`src/rtl/peci_eng_pkg.sv`:
```
package peci_eng_pkg;

    typedef enum logic [2:0] {
        S_IDLE,
        S_ADDR,
        S_WLEN,
        S_RLEN,
        S_DATA,
        S_FCS,
        S_RECV,
        S_DONE
    } eng_state_t;

    localparam logic [7:0] FCS_POLY = 8'h07;
    localparam logic [7:0] FCS_INIT = 8'h00;

endpackage

```
`src/rtl/peci_crc8.sv`:
```
module peci_crc8 #(
    parameter logic [7:0] POLY = 8'h07
) (
    input  logic [7:0] crc_in,
    input  logic [7:0] byte_in,
    output logic [7:0] crc_out
);
    always_comb begin
        logic [7:0] acc;
        acc = crc_in ^ byte_in;
        for (int b = 0; b < 8; b++) begin
            acc = acc[7] ? ((acc << 1) ^ POLY) : (acc << 1);
        end
        crc_out = acc;
    end
endmodule

```
`src/rtl/peci_regs.sv`:
```
module peci_regs #(
    parameter int WBUF = 13,
    parameter int RBUF = 9,
    parameter int AW   = 5,
    localparam int RIW = $clog2(RBUF)
) (
    input  logic                  clk,
    input  logic                  rst_n,
    input  logic                  reg_wr,
    input  logic [AW-1:0]         reg_addr,
    input  logic [7:0]            reg_wdata,
    output logic [7:0]            reg_rdata,
    input  logic                  busy,
    input  logic                  done,
    input  logic                  err,
    output logic                  start_req,
    output logic [7:0]            tgt,
    output logic [7:0]            wlen,
    output logic [7:0]            rlen,
    output logic [WBUF-1:0][7:0]  wbuf,
    input  logic                  rb_we,
    input  logic [RIW-1:0]        rb_idx,
    input  logic [7:0]            rb_data
);
    localparam int A_TGT  = 0;
    localparam int A_WLEN = 1;
    localparam int A_RLEN = 2;
    localparam int A_WB   = 3;
    localparam int A_RB   = A_WB + WBUF;
    localparam int A_CTL  = A_RB + RBUF;

    logic [RBUF-1:0][7:0] rbuf;
    logic                 host_we;
    int                   aidx;

    assign aidx    = int'(reg_addr);
    assign host_we = reg_wr && !busy;
    assign start_req = host_we && (aidx == A_CTL) && reg_wdata[0];

    always_ff @(posedge clk or negedge rst_n) begin
        if (!rst_n) begin
            tgt  <= '0;
            wlen <= '0;
            rlen <= '0;
        end else if (host_we) begin
            if (aidx == A_TGT)  tgt  <= reg_wdata;
            if (aidx == A_WLEN) wlen <= reg_wdata;
            if (aidx == A_RLEN) rlen <= reg_wdata;
        end
    end

    for (genvar g = 0; g < WBUF; g++) begin : g_wbuf
        always_ff @(posedge clk or negedge rst_n) begin
            if (!rst_n)                              wbuf[g] <= '0;
            else if (host_we && aidx == A_WB + g)    wbuf[g] <= reg_wdata;
        end
    end

    for (genvar g = 0; g < RBUF; g++) begin : g_rbuf
        always_ff @(posedge clk or negedge rst_n) begin
            if (!rst_n)                              rbuf[g] <= '0;
            else if (rb_we && int'(rb_idx) == g)     rbuf[g] <= rb_data;
        end
    end

    always_comb begin
        reg_rdata = '0;
        if (aidx == A_TGT)       reg_rdata = tgt;
        else if (aidx == A_WLEN) reg_rdata = wlen;
        else if (aidx == A_RLEN) reg_rdata = rlen;
        else if (aidx == A_CTL)  reg_rdata = {5'b0, err, done, busy};
        else begin
            for (int i = 0; i < WBUF; i++)
                if (aidx == A_WB + i) reg_rdata = wbuf[i];
            for (int i = 0; i < RBUF; i++)
                if (aidx == A_RB + i) reg_rdata = rbuf[i];
        end
    end

    // the frame setup cannot move under a running transaction
    assert_setup_frozen_R10: assert property (@(posedge clk) disable iff (!rst_n)
        busy |=> ($stable(tgt) && $stable(wlen) && $stable(rlen)) || !busy);

    // reply bytes land only inside the programmed read length
    assert_rb_in_range_R8: assert property (@(posedge clk) disable iff (!rst_n)
        rb_we |-> (8'(rb_idx) < rlen));

endmodule

```
`src/rtl/peci_seq.sv`:
```
module peci_seq
    import peci_eng_pkg::*;
#(
    parameter int WBUF = 13,
    parameter int RBUF = 9,
    localparam int WIW = $clog2(WBUF),
    localparam int RIW = $clog2(RBUF),
    localparam int WLEN_MAX = WBUF + 1
) (
    input  logic                  clk,
    input  logic                  rst_n,
    input  logic                  start_req,
    input  logic [7:0]            tgt,
    input  logic [7:0]            wlen,
    input  logic [7:0]            rlen,
    input  logic [WBUF-1:0][7:0]  wbuf,
    output logic [7:0]            tx_data,
    output logic                  tx_valid,
    input  logic                  tx_ready,
    input  logic [7:0]            rx_data,
    input  logic                  rx_valid,
    output logic                  rb_we,
    output logic [RIW-1:0]        rb_idx,
    output logic [7:0]            rb_data,
    output logic                  busy,
    output logic                  done,
    output logic                  err
);
    eng_state_t     state_q, state_d;
    logic [WIW-1:0] widx_q, widx_d;
    logic [RIW-1:0] ridx_q, ridx_d;
    logic [7:0]     crc_q, crc_d, crc_step;
    logic           err_q, err_d;
    logic           len_bad, launch, tx_fire;
    eng_state_t     after_write;

    assign len_bad = (wlen > 8'(WLEN_MAX)) || (rlen > 8'(RBUF));
    assign launch  = start_req && (state_q == S_IDLE || state_q == S_DONE);
    assign after_write = (rlen == 8'd0) ? S_DONE : S_RECV;

    peci_crc8 #(.POLY(FCS_POLY)) u_crc (
        .crc_in  (crc_q),
        .byte_in (tx_data),
        .crc_out (crc_step)
    );

    // state register
    always_ff @(posedge clk or negedge rst_n) begin
        if (!rst_n) begin
            state_q <= S_IDLE;
            widx_q  <= '0;
            ridx_q  <= '0;
            crc_q   <= FCS_INIT;
            err_q   <= 1'b0;
        end else begin
            state_q <= state_d;
            widx_q  <= widx_d;
            ridx_q  <= ridx_d;
            crc_q   <= crc_d;
            err_q   <= err_d;
        end
    end

    // next state
    always_comb begin
        state_d = state_q;
        widx_d  = widx_q;
        ridx_d  = ridx_q;
        crc_d   = crc_q;
        err_d   = err_q;
        tx_fire = tx_valid && tx_ready;
        unique case (state_q)
            S_IDLE, S_DONE: begin
                state_d = S_IDLE;
                if (launch) begin
                    err_d = len_bad;
                    if (!len_bad) begin
                        state_d = S_ADDR;
                        crc_d   = FCS_INIT;
                        widx_d  = '0;
                        ridx_d  = '0;
                    end
                end
            end
            S_ADDR: if (tx_fire) begin
                crc_d   = crc_step;
                state_d = S_WLEN;
            end
            S_WLEN: if (tx_fire) begin
                crc_d   = crc_step;
                state_d = S_RLEN;
            end
            S_RLEN: if (tx_fire) begin
                crc_d = crc_step;
                if (wlen == 8'd0)      state_d = after_write;
                else if (wlen == 8'd1) state_d = S_FCS;
                else                   state_d = S_DATA;
            end
            S_DATA: if (tx_fire) begin
                crc_d = crc_step;
                if (8'(widx_q) == wlen - 8'd2) state_d = S_FCS;
                else                           widx_d  = widx_q + 1'b1;
            end
            S_FCS: if (tx_fire) state_d = after_write;
            S_RECV: if (rx_valid) begin
                ridx_d = ridx_q + 1'b1;
                if (8'(ridx_q) == rlen - 8'd1) state_d = S_DONE;
            end
            default: state_d = S_IDLE;
        endcase
    end

    // outputs
    always_comb begin
        tx_valid = 1'b0;
        tx_data  = '0;
        rb_we    = 1'b0;
        unique case (state_q)
            S_ADDR: begin tx_valid = 1'b1; tx_data = tgt;          end
            S_WLEN: begin tx_valid = 1'b1; tx_data = wlen;         end
            S_RLEN: begin tx_valid = 1'b1; tx_data = rlen;         end
            S_DATA: begin tx_valid = 1'b1; tx_data = wbuf[widx_q]; end
            S_FCS:  begin tx_valid = 1'b1; tx_data = crc_q;        end
            S_RECV: rb_we = rx_valid;
            default: ;
        endcase
    end

    assign rb_idx  = ridx_q;
    assign rb_data = rx_data;
    assign busy    = (state_q != S_IDLE) && (state_q != S_DONE);
    assign done    = (state_q == S_DONE);
    assign err     = err_q;

    // an offered byte is held until the transmitter takes it
    assert_tx_hold_R7: assert property (@(posedge clk) disable iff (!rst_n)
        (tx_valid && !tx_ready) |=> (tx_valid && $stable(tx_data)));

    // done is a single-cycle pulse and never overlaps busy
    assert_done_pulse_R9: assert property (@(posedge clk) disable iff (!rst_n)
        done |=> !done);
    assert_done_not_busy_R9: assert property (@(posedge clk) disable iff (!rst_n)
        done |-> !busy);

    // a rejected start leaves the engine idle with err raised
    assert_reject_R3: assert property (@(posedge clk) disable iff (!rst_n)
        (start_req && !busy && len_bad) |=> (err && !busy && !tx_valid));

    // every transaction that runs was started with legal lengths
    assert_legal_run_R3: assert property (@(posedge clk) disable iff (!rst_n)
        $rose(busy) |-> !len_bad);

    // no reply byte is stored while a frame byte is still on offer
    assert_no_early_store_R8: assert property (@(posedge clk) disable iff (!rst_n)
        tx_valid |-> !rb_we);

endmodule

```
`src/rtl/peci_cmd_engine.sv`:
```
module peci_cmd_engine #(
    parameter int WBUF = 13,
    parameter int RBUF = 9,
    localparam int NREG = 3 + WBUF + RBUF + 1,
    localparam int AW   = $clog2(NREG),
    localparam int RIW  = $clog2(RBUF)
) (
    input  logic          clk,
    input  logic          rst_n,
    input  logic          reg_wr,
    input  logic [AW-1:0] reg_addr,
    input  logic [7:0]    reg_wdata,
    output logic [7:0]    reg_rdata,
    output logic [7:0]    tx_data,
    output logic          tx_valid,
    input  logic          tx_ready,
    input  logic [7:0]    rx_data,
    input  logic          rx_valid,
    output logic          busy,
    output logic          done,
    output logic          err
);
    logic                 start_req;
    logic [7:0]           tgt, wlen, rlen;
    logic [WBUF-1:0][7:0] wbuf;
    logic                 rb_we;
    logic [RIW-1:0]       rb_idx;
    logic [7:0]           rb_data;

    peci_regs #(.WBUF(WBUF), .RBUF(RBUF), .AW(AW)) u_regs (
        .clk       (clk),
        .rst_n     (rst_n),
        .reg_wr    (reg_wr),
        .reg_addr  (reg_addr),
        .reg_wdata (reg_wdata),
        .reg_rdata (reg_rdata),
        .busy      (busy),
        .done      (done),
        .err       (err),
        .start_req (start_req),
        .tgt       (tgt),
        .wlen      (wlen),
        .rlen      (rlen),
        .wbuf      (wbuf),
        .rb_we     (rb_we),
        .rb_idx    (rb_idx),
        .rb_data   (rb_data)
    );

    peci_seq #(.WBUF(WBUF), .RBUF(RBUF)) u_seq (
        .clk       (clk),
        .rst_n     (rst_n),
        .start_req (start_req),
        .tgt       (tgt),
        .wlen      (wlen),
        .rlen      (rlen),
        .wbuf      (wbuf),
        .tx_data   (tx_data),
        .tx_valid  (tx_valid),
        .tx_ready  (tx_ready),
        .rx_data   (rx_data),
        .rx_valid  (rx_valid),
        .rb_we     (rb_we),
        .rb_idx    (rb_idx),
        .rb_data   (rb_data),
        .busy      (busy),
        .done      (done),
        .err       (err)
    );

endmodule

```
`config.mk`:
```
export PLATFORM = sky130hd
export DESIGN_NAME = peci_cmd_engine
export DESIGN_NICKNAME = d
export VERILOG_FILES = /design/src/rtl/peci_eng_pkg.sv /design/src/rtl/peci_crc8.sv /design/src/rtl/peci_regs.sv /design/src/rtl/peci_seq.sv /design/src/rtl/peci_cmd_engine.sv
export SDC_FILE = /design/constraint.sdc
export NUM_CORES = 1
export LEC_CHECK = 0
export CAP_MARGIN = 20
export CELL_PAD_IN_SITES_DETAIL_PLACEMENT = 1
export CELL_PAD_IN_SITES_GLOBAL_PLACEMENT = 1
export CORE_MARGIN = 8
export CORE_UTILIZATION = 50
export DETAILED_ROUTE_END_ITERATION = 8
export PLACE_DENSITY = 0.77
export SYNTH_ARGS = -nofsm -noshare
export SYNTH_HDL_FRONTEND = slang
export SYNTH_SLANG_ARGS = --single-unit
```
`constraint.sdc`:
```
create_clock -name clk -period 3.17 [get_ports clk]
set_input_delay 0.4755 -clock clk [delete_from_list [all_inputs] [get_ports clk]]
set_output_delay 0.4755 -clock clk [all_outputs]
set_load 0.03 [all_outputs]
```
Yosys cells after proc, flatten, opt, wreduce, memory -nomap -nowiden
Index checks and enable logic that the tools add are counted.

word-level totals
  flip-flop bits (word level) = 220
  bits of input ports = 26
  output and inout port bits = 20
  logic and storage cells = 217

cells by class
  $add $sub $neg = 4
  magnitude comparators = 3
  eq/ne operators = 56
  multiplexer cells = 64
  bitwise operators = 9
  reduce and logical (&&, ||, !) cells = 51

operators by type and width
  cell                                                            number
  two-way mux 8 bit                                               30
  == test 5 bit (second input constant)                           16
  two-way mux 3 bit                                               18
  case mux 8 bit (5 select lines)                                 1
  binary-select mux 8 bit (select 4 bit)                          1
  zero test 32 bit                                                1
  == test 5 x 4 -> 1 bit (second input constant)                  6
  logical AND 1 bit                                               28
  inverter 3 bit                                                  8
  case mux 3 bit (7 select lines)                                 1
  == test 4 bit (second input constant)                           5
  two-way mux 4 bit                                               5
  inequality test 2 x 1 -> 1 bit (second input constant)          9
  == test 4 x 8 -> 1 bit                                          2
  greater-than comparator 8 x 4 -> 1 bit (second input constant)  2
  zero test 8 bit                                                 2
  case mux 4 bit (2 select lines)                                 2
  case mux 8 bit (2 select lines)                                 1
  == test 3 bit (second input constant)                           4
  == test 5 x 3 -> 1 bit (second input constant)                  2
  adder 4 x 1 -> 4 bit (second input constant)                    2
  == test 4 x 3 -> 1 bit (second input constant)                  2
  == test 8 x 1 -> 1 bit (second input constant)                  1
  AND reduction 2 bit                                             4
  other kinds (23)                                                34

Depth between registers and ports, before layout
Gate-level depths: netlist (run 1).

  depth in word-level cells = 27
  depth in mapped cells = 12
  mapped depth without buffers = 11

Modules after synthesis
Synthesis (run 1) repeated with hierarchy kept, for this count alone.

second synthesis, totals
  cells, all modules = 1,185
  area total of the unflattened synthesis = 13,025.0 µm²

modules (own cells, without submodules)
  module     instances  cells each  area an instance (µm²)
  peci_regs  1          870         10,168.5
  peci_seq   1          295         2,643.8
  peci_crc8  1          20          212.7

Least setup slack after synthesis (run 1)
OpenSTA, ideal clock, no wires.

  path kind = input port to output port
  from = input reg_addr[1]
  to = output reg_rdata[1]
  arrival time = 3,163 ps
  required time = 2,694 ps
  setup slack = -469 ps
  stages = 10
  buffers on the path = 4
  cell sequence = clkbuf_1 > clkbuf_1 > buf_2 > buf_1 > nor2_1 > nor4_1 > a21oi_1 > a21oi_1 > a211oi_1 > o41ai_1

between the ends
  longest elaborated chain between the ends = 27
  elaborated cells on any way between the ends = 52
  those cells by class = eq/ne: 25; mux: 26; reduce/logical: 1

ends and longest elaborated chain
  item                             RTL line               RTL
  from (decl)                      peci_cmd_engine.sv:11  input logic [AW-1:0] reg_addr,
  == test 5 x 3 -> 1 bit           peci_regs.sv:74        if (aidx == A_WB + i) reg_rdata = wbuf[i];
  two-way mux 8 bit (13 in a row)  peci_regs.sv:74
  two-way mux 8 bit (9 in a row)   peci_regs.sv:76        if (aidx == A_RB + i) reg_rdata = rbuf[i];
  two-way mux 8 bit                peci_regs.sv:71        else if (aidx == A_CTL) reg_rdata = {5'b0, err, done, busy};
  two-way mux 8 bit                peci_regs.sv:70        else if (aidx == A_RLEN) reg_rdata = rlen;
  two-way mux 8 bit                peci_regs.sv:69        else if (aidx == A_WLEN) reg_rdata = wlen;
  two-way mux 8 bit (*)            peci_regs.sv:68        if (aidx == A_TGT) reg_rdata = tgt;
  to (decl)                        peci_cmd_engine.sv:13  output logic [7:0] reg_rdata,

Mark *: on every way between the ends. The rest lies on a longest branch, timed or not.

Worst setup path in the final report (run 1)
  from = input reg_addr[2]
  to = output reg_rdata[1]

Same word-level chain as after synthesis.

==> results.txt, run 1 <==
----------------------------------------------------
[Route]
  Highest layer used for signal routing ... met5
  Ratio of routed vias to standard cells ... 6.60
  Number of iterations in the first detailed-routing pass ... 8
  Number of vias in the routed layout ... 10,900
  Remaining DRCs ... 0
  Met2 wirelength from detailed routing ... 23,500 microns
  Routed length on met1 ... 20,300 microns
  Amount of wire on met3 after detailed routing ... 3030 microns
  WL final ... 49,100 microns
  Routed wire length per instance ... 29.7 microns
  DR iter-0 viols ... 1,086
  DRT antenna net count ... 0

[Setup path]
  Worst setup path category ... primary input to primary output
  Critical path required time ... 2.69 ns
  Sort of element at the start of the critical path ... primary input
  Endpoint of the worst register-to-register path ... u_seq.crc_q[7]
  Length in cells of the worst reg-to-reg path ... 12
  Critical Path Start ... reg_addr[2]
  Critical Path AT ... 2.90 ns
  Critical Path End Type ... primary output
  Reg-to-reg setup timing slack ... 0.07 ns
  Setup crit end ... reg_rdata[1]
  Maximum fanout along the worst path ... 11
  R2R Path Start ... u_seq.widx_q[0]

[STA]
  Final slew viol count ... 0
  Time the final worst path needs with I/O delays and setup ... 3.37 ns
  Worst-margin pin slew ... 0.902 ns
  Peak clock frequency supported by timing ... 297 MHz
  RSZ-0062 raised after global routing ... yes
  Hold WS ... 0.509 ns
  Final number of setup-violating endpoints ... 2
  Number of hold-slack violations in the final timing report ... 0
  Share of the clock period used by the worst path ... 106%
  Max-slew headroom at the worst pin ... 39.7%
  Total negative slack ... -0.225 ns
  Crit path setup slack, layout ... -0.202 ns
  Skew final ... 0.0164 ns

[Global routing]
  Overall routing resource usage ... 31.0%
  Number of global-route vias before repair ... 11,700
  Gr ovfl total ... 0
  Number of antenna violations at the first check in global routing ... 1
  Wire length of the first global-routing pass ... 73,400 microns
  Pin count of the biggest net entering global routing ... 90

[Cells and area]
  Fraction of final layout cells with drive strength greater than 1 ... 39.3%
  Antenna Diode Count ... 0
  Leading cell type in the layout, fill and taps excluded ... sky130_fd_sc_hd__dfrtp_1
  Final net count ... 1,341
  Synthesis-to-finish area growth ... 22.9%
  Most frequent cells in the layout ... sky130_fd_sc_hd__dfrtp_1 (216), sky130_fd_sc_hd__mux2_2 (213), sky130_fd_sc_hd__buf_4 (145)

[Floorplan]
  Initial Utilization ... 51.0%
  Area of the core ... 25,200 sq um
  Die Height ... 176 microns
  Top-level port count ... 46
  Full die area ... 31,100 sq um
  Cell Rows ... 58
  Die W ... 176 microns

[Yosys]
  Number of enable-type register cells in the synthesized netlist ... 0
  Area of the mapped netlist ... 12,800 sq um
  Portion of the post-synthesis area used by sequential elements ... 42.9%
  Yosys Warn Count ... 0
  Synth async-reset ratio ... 100%
  Register bit count reported by yosys ... 220
  Yosys cell types ... 82
  Post-Synthesis Net Count ... 1,188
  Number of standard cells after synthesis ... 1,153
  Commonest register cell after synthesis ... sky130_fd_sc_hd__dfrtp_1
  Avg Synthesized Cell Area ... 11.1 sq um

[Placement]
  Weighted congestion reported at the end of routability-driven placement ... 1.01
  Post-DP HPWL ... 35,600 microns
  Post-place setup slack ... -0.272 ns
  Count of input and output buffers ... 45

[Hold path]
  Hold_sp ... u_regs.rbuf[16]
  Kind of path behind the tightest hold check ... register to register

[Power]
  Worst IR drop on VDD ... 0.000609 V
  Power density over cell area ... 762 nW/um^2
  P_leak ... 7.25 nW
  Power, Total ... 12.0 mW

[CTS]
  TritonCTS Buffers ... 25
  CTS root buffer ... sky130_fd_sc_hd__clkbuf_16
  Number of buffers on the longest clock path ... 3
  Post-CTS clock slew at the launch and capture registers of the worst setup and hold paths ... 0.06 ns
  Latest clock arrival within the worst-skew pair ... 0.54 ns
  H-Tree Level Count ... 1
  Clock tree from TritonCTS ... done
  CTS sink cnt ... 220

[Job]
  Max-cap viol count ... 0

[Outcome]
  Violations in the final reports ... setup timing
  Status ... complete, but fails checks

----------------------------------------------------
==> per-stage QoR <==
step	cells	instance area, sq um	util [%]
finish	1652	15800	62.7
global route	1652	15800	62.7
CTS	1646	15600	61.8
detailed placement	1597	14500	57.6
global placement	1597	14500	57.6
floorplan	1153	12900	-
==> how the worst min path moves through the flow <==
| stage | endpoint | slack [ns] | cells past startpoint |
|---|---|---|---|
| 2_1_floorplan | u_regs.rbuf[0] | 0.18 | 0 |
| 3_3_place_gp | u_regs.rbuf[62] | 0.49 | 1 |
| 6_report | u_regs.rbuf[16] | 0.51 | 1 |
| 3_5_place_dp | u_regs.rbuf[5] | 0.49 | 1 |
| 4_1_cts | u_regs.rbuf[5] | 0.51 | 1 |
| 5_1_grt | u_regs.rbuf[5] | 0.52 | 1 |
==> synth_stat cells, types with 11 or more instances <==
| library cell | instances | area [sq um] |
|---|---|---|
| sky130_fd_sc_hd__dfrtp_1 | 220 | 5510 |
| sky130_fd_sc_hd__mux2_2 | 213 | 2400 |
| sky130_fd_sc_hd__nand2_1 | 82 | 308 |
| sky130_fd_sc_hd__nor2_1 | 58 | 218 |
| sky130_fd_sc_hd__o21ai_0 | 50 | 250 |
| sky130_fd_sc_hd__a21oi_1 | 49 | 245 |
| sky130_fd_sc_hd__clkbuf_1 | 46 | 173 |
| sky130_fd_sc_hd__mux2i_1 | 43 | 430 |
| sky130_fd_sc_hd__o22ai_1 | 33 | 206 |
| sky130_fd_sc_hd__inv_1 | 28 | 105 |
| sky130_fd_sc_hd__nand3_1 | 19 | 95.1 |
| sky130_fd_sc_hd__xnor2_1 | 17 | 149 |
| sky130_fd_sc_hd__a211oi_1 | 15 | 113 |
| sky130_fd_sc_hd__nor2b_1 | 15 | 93.8 |
| sky130_fd_sc_hd__nor3_1 | 15 | 75.1 |
| sky130_fd_sc_hd__a22oi_1 | 14 | 105 |
| sky130_fd_sc_hd__nand2b_1 | 14 | 87.6 |
| sky130_fd_sc_hd__xor2_1 | 14 | 123 |
| sky130_fd_sc_hd__mux4_1 | 11 | 289 |
| sky130_fd_sc_hd__mux4_2 | 11 | 248 |
==> cell families after synthesis <==
family / after synthesis / synth area share (%)
xor+xnor: 35 / 2.67
compound gates: 254 / 13.6
flops: 220 / 42.9
fa+ha+maj: 9 / 0.877
simple gates: 252 / 9.58
mux: 278 / 26.2
buf+inv: 105 / 4.25
==> critical path, stage by stage <==
cell and delay [ns]:
sky130_fd_sc_hd__buf_2 0.14, sky130_fd_sc_hd__buf_4 0.20, sky130_fd_sc_hd__nor2b_1 0.24, sky130_fd_sc_hd__a32oi_1 0.24, sky130_fd_sc_hd__o32ai_2 0.21, sky130_fd_sc_hd__a21oi_2 0.08, sky130_fd_sc_hd__o32ai_2 0.29, sky130_fd_sc_hd__a21oi_1 0.13
sky130_fd_sc_hd__a21oi_1 0.18, sky130_fd_sc_hd__a211oi_2 0.06, sky130_fd_sc_hd__buf_4 0.16, sky130_fd_sc_hd__o41ai_2 0.21, sky130_fd_sc_hd__buf_4 0.18, sky130_fd_sc_hd__buf_12 0.11
==> state kept, by name, summed over array words and instances, names as in the netlist <==
signal,cells
u_regs.wbuf,104
u_regs.rbuf,72
u_regs.rlen,8
u_regs.tgt,8
u_regs.wlen,8
u_seq.crc_q,8
u_seq.rb_idx,4
u_seq.widx_q,4
u_seq.state_q,3
u_seq.err,1
==> power breakdown <==
group	internal [mW]	switching (mW)	leakage, nW
logic	2.24	2.25	3.89
registers	3.61	0.987	2.96
clock network	1.77	1.17	0.400
total	7.63	4.41	7.25
==> metal layers <==
metal	track usage, %	vias up
met5	0	-
met4	13.3	2
met3	5.40	149
met2	50.5	451
met1	40.2	5687
li1	-	4622
==> layout make-up <==
cell class | instances | area, sq um
clock buffers | 40 | 752
clock inverters | 3 | 65.1
fillers | 2593 | 9390
inverters | 29 | 109
multi-input cells | 828 | 7110
flip-flops and latches | 220 | 5510
well taps | 330 | 413
repair buffers | 202 | 1820
==> what timing repair did <==
item,4_1_cts,5_1_grt
hold buffers,1,0
setup endpoints to repair,18,17
gates cloned,1,1
pin swaps,21,21
setup buffers,5,6
gates resized for setup,74,53
endpoints found under the hold margin,51,0
Note: power is estimated with default switching activity, not from simulation.
==> inputs of run 2 (changes only) <==
--- a/config.mk
+++ b/config.mk
@@ -5,11 +5,12 @@
 export SDC_FILE = /design/constraint.sdc
 export NUM_CORES = 1
 export LEC_CHECK = 0
+export ABC_AREA = 1
 export CAP_MARGIN = 20
 export CELL_PAD_IN_SITES_DETAIL_PLACEMENT = 1
 export CELL_PAD_IN_SITES_GLOBAL_PLACEMENT = 1
 export CORE_MARGIN = 8
-export CORE_UTILIZATION = 50
+export CORE_UTILIZATION = 46
 export DETAILED_ROUTE_END_ITERATION = 8
 export PLACE_DENSITY = 0.77
 export SYNTH_ARGS = -nofsm -noshare
==> run 2 against run 1 <==
The flow still finishes with violations (setup timing). Synthesized area shrank 7.8%. Final area shrank 7.2%. Via count grew 6.8%. Synthesized cell count grew 33%. Utilization shrank 4.7 points. Count of clock-buffer cells in the layout shrank 4. Critical path depth grew 1. Fmax grew 2.1%. Die area grew 0.16%. Sequential cell count is the same.
==> results.txt, run 2 <==
----------------------------------------------------
[Floorplan]
  Full die area ... 31,100 sq um
  Initial Utilization ... 46.9%
  Die Height ... 176 microns
  Die W ... 176 microns
  Top-level port count ... 46
  Cell Rows ... 58
  Area of the core ... 25,300 sq um

[Route]
  Met2 wirelength from detailed routing ... 20,800 microns
  WL final ... 44,400 microns
  Highest layer used for signal routing ... met4
  Number of iterations in the first detailed-routing pass ... 5
  Remaining DRCs ... 0
  Number of vias in the routed layout ... 11,700
  Routed wire length per instance ... 21.9 microns
  Ratio of routed vias to standard cells ... 5.73
  Amount of wire on met3 after detailed routing ... 2200 microns
  DRT antenna net count ... 0
  DR iter-0 viols ... 1,024
  Routed length on met1 ... 20,400 microns

[Cells and area]
  Most frequent cells in the layout ... sky130_fd_sc_hd__nand2_1 (466), sky130_fd_sc_hd__o21ai_0 (231), sky130_fd_sc_hd__dfrtp_1 (218)
  Synthesis-to-finish area growth ... 23.7%
  Leading cell type in the layout, fill and taps excluded ... sky130_fd_sc_hd__nand2_1
  Final net count ... 1,719
  Flip-flop count of the largest register after layout ... 104
  Register bank with the most flops ... u_regs.wbuf
  Antenna Diode Count ... 0
  Top flop regs ... u_regs.wbuf (104), u_regs.rbuf (72)
  Fraction of final layout cells with drive strength greater than 1 ... 18.6%

[Global routing]
  Gr ovfl total ... 0
  Wire length of the first global-routing pass ... 70,500 microns
  Number of antenna violations at the first check in global routing ... 1
  Overall routing resource usage ... 28.7%
  Pin count of the biggest net entering global routing ... 75
  Number of global-route vias before repair ... 12,200

[STA]
  RSZ-0062 raised after global routing ... yes
  Worst-margin pin slew ... 0.865 ns
  Hold WS ... 0.481 ns
  Crit path setup slack, layout ... -0.133 ns
  Max-slew headroom at the worst pin ... 42.3%
  Time the final worst path needs with I/O delays and setup ... 3.30 ns
  Final number of setup-violating endpoints ... 4
  Final slew viol count ... 0
  Peak clock frequency supported by timing ... 303 MHz
  Number of hold-slack violations in the final timing report ... 0
  Skew final ... 0.00956 ns
  Share of the clock period used by the worst path ... 104%
  Total negative slack ... -0.383 ns

[CTS]
  Post-CTS clock slew at the launch and capture registers of the worst setup and hold paths ... 0.06 ns
  Clock tree from TritonCTS ... done
  CTS root buffer ... sky130_fd_sc_hd__clkbuf_16
  TritonCTS Buffers ... 27
  Number of buffers on the longest clock path ... 3
  Latest clock arrival within the worst-skew pair ... 0.55 ns
  CTS sink cnt ... 220
  H-Tree Level Count ... 1

[Power]
  Worst IR drop on VDD ... 0.00103 V
  Power density over cell area ... 625 nW/um^2
  P_leak ... 6.56 nW

[Yosys]
  Number of enable-type register cells in the synthesized netlist ... 0
  Register bit count reported by yosys ... 220
  Share of the synthesized area in the top cell type ... 46.5%
  Number of standard cells after synthesis ... 1,531
  Area of the mapped netlist ... 11,800 sq um
  Leading post-synthesis cells by cell area ... sky130_fd_sc_hd__dfrtp_1 (47%), sky130_fd_sc_hd__nand2_1 (15%), sky130_fd_sc_hd__o21ai_0 (9.9%)
  Avg Synthesized Cell Area ... 7.73 sq um
  Yosys cell types ... 51
  Post-Synthesis Net Count ... 1,566
  Ranking of synthesized cells by instance count ... sky130_fd_sc_hd__nand2_1 (486), sky130_fd_sc_hd__o21ai_0 (233), sky130_fd_sc_hd__dfrtp_1 (220), sky130_fd_sc_hd__inv_1 (130), sky130_fd_sc_hd__nor2_1 (77)
  Yosys Warn Count ... 0
  Synth async-reset ratio ... 100%
  Portion of the post-synthesis area used by sequential elements ... 46.5%
  Synth area leader ... sky130_fd_sc_hd__dfrtp_1
  Most used standard cell by instance count after synthesis ... sky130_fd_sc_hd__nand2_1
  Commonest register cell after synthesis ... sky130_fd_sc_hd__dfrtp_1

[Job]
  Max-cap viol count ... 0

[Setup path]
  Maximum fanout along the worst path ... 3
  CP cell instances ... nand3_1, nand2_1, nor2_1, nand4_1, nand2_1, nand4_1, nor2_1, nand4_1, nand2_1, nand4_1, nand2_1, nand4_1, nor2_1, nand4_1, buf_6
  Critical Path End Type ... primary output
  Most common cell on crit path ... sky130_fd_sc_hd__nand4_1
  Sort of element at the start of the critical path ... register
  Critical path required time ... 2.69 ns
  Critical Path AT ... 2.83 ns
  Top delay family on crit path ... simple AND/OR/NAND/NOR gates
  Master of the slowest instance on the critical path ... sky130_fd_sc_hd__dfrtp_1
  Delay of the slowest cell on the worst path ... 0.43 ns
  Worst setup path category ... register to primary output
  Buf/Inv on CP ... 1

[Placement]
  Weighted congestion reported at the end of routability-driven placement ... 0.969
  Post-DP HPWL ... 32,400 microns
  Count of input and output buffers ... 45

[Outcome]
  Status ... complete, but fails checks
  Violations in the final reports ... setup timing

[Hold path]
  Kind of path behind the tightest hold check ... register to register

----------------------------------------------------
-- run 2: cell types whose count changed after synthesis, sizes merged, moves of 20 or more --
| cell | delta |
|---|---|
| o21ai | +185 |
| mux4 | -22 |
| o22ai | -20 |
| mux2 | -213 |
| nor2 | +25 |
| o2111ai | +22 |
| nand2 | +412 |
| nand3 | +33 |
| nand4 | +47 |
| inv | +110 |
| mux2i | -43 |
-- run 2: final cells by class --
cell class / count / area, sq um
inverters: 142 / 551
multi-input cells: 1111 / 5700
fillers: 3093 / 10600
well taps: 330 / 413
repair buffers: 182 / 1550
flip-flops and latches: 220 / 5510
clock buffers: 36 / 769
clock inverters: 11 / 151
-- run 2: worst paths after layout --
kind                                       from              end  slack (ns)  depth (start not counted)
worst max-delay path             u_regs.wbuf[0]     reg_rdata[0]       -0.13                         15
worst min-delay path            u_regs.rbuf[37]  u_regs.rbuf[37]        0.48                          2
worst max register to register  u_seq.widx_q[1]   u_seq.crc_q[3]        0.18                         11
worst min register to register  u_regs.rbuf[37]  u_regs.rbuf[37]        0.48                          2
max in group asynchronous                 rst_n  u_regs.wbuf[91]        1.83                          3
min in group asynchronous                 rst_n  u_regs.wbuf[23]        0.51                          2
-- run 2: through the flow --
step	power [mW]	setup WS, ns	cells	util (%)	cell area, sq um
floorplan	4.96	0.415	1531	-	11800
global placement	5.79	-0.664	1976	53.0	13400
detailed placement	5.87	-0.738	1976	53.0	13400
CTS	9.13	-0.231	2029	57.4	14500
global route	9.51	-0.326	2032	58.0	14600
finish	9.15	-0.133	2032	58.0	14600
-- run 2: timing repair --
| action | CTS | global route |
|---|---|---|
| hold buffers | 1 | 0 |
| hold endpoints to repair | 70 | 0 |
| buffers inserted | 5 | 3 |
| resized for setup | 77 | 44 |
| pin swaps | 40 | 64 |
| setup endpoints to repair | 10 | 14 |
-- run 2: kinds of logic (layout without fill, tap and decap cells) --
group                      Yosys count  in the layout  share of synthesized area, %
AOI/OAI and AO/OA                  350            350                          16.6
xor gates and xnor gates            32             32                          3.03
adders and majority gates            9              9                         0.951
buffers and inverters              200            371                          7.13
DFF                                220            220                          46.5
and+or+nand+nor                    720            720                          25.8
-- run 2: layer usage --
metal / global-route usage, % / vias up
li1: - / 5385
met1: 40.1 / 5904
met2: 46.9 / 300
met3: 3.48 / 63
met4: 6.94 / 0
met5: 0 / -
-- run 2: worst register-to-register path: stages (launching register included) --
cell and delay (ns):
sky130_fd_sc_hd__dfrtp_1 0.52, sky130_fd_sc_hd__inv_4 0.14, sky130_fd_sc_hd__nand2_4 0.31, sky130_fd_sc_hd__o2111ai_1 0.24, sky130_fd_sc_hd__a21oi_1 0.33, sky130_fd_sc_hd__nand2_1 0.18
sky130_fd_sc_hd__nand2_2 0.16, sky130_fd_sc_hd__xor2_4 0.23, sky130_fd_sc_hd__xnor2_2 0.17, sky130_fd_sc_hd__xor2_1 0.29, sky130_fd_sc_hd__xor2_1 0.19, sky130_fd_sc_hd__o21ai_1 0.09
-- run 2: power by group --
group          leakage (nW)  internal [mW]  switching, mW
Combinational          3.08           1.07           1.88
Sequential             3.03           2.90         0.0766
Clock                 0.456           1.95           1.27
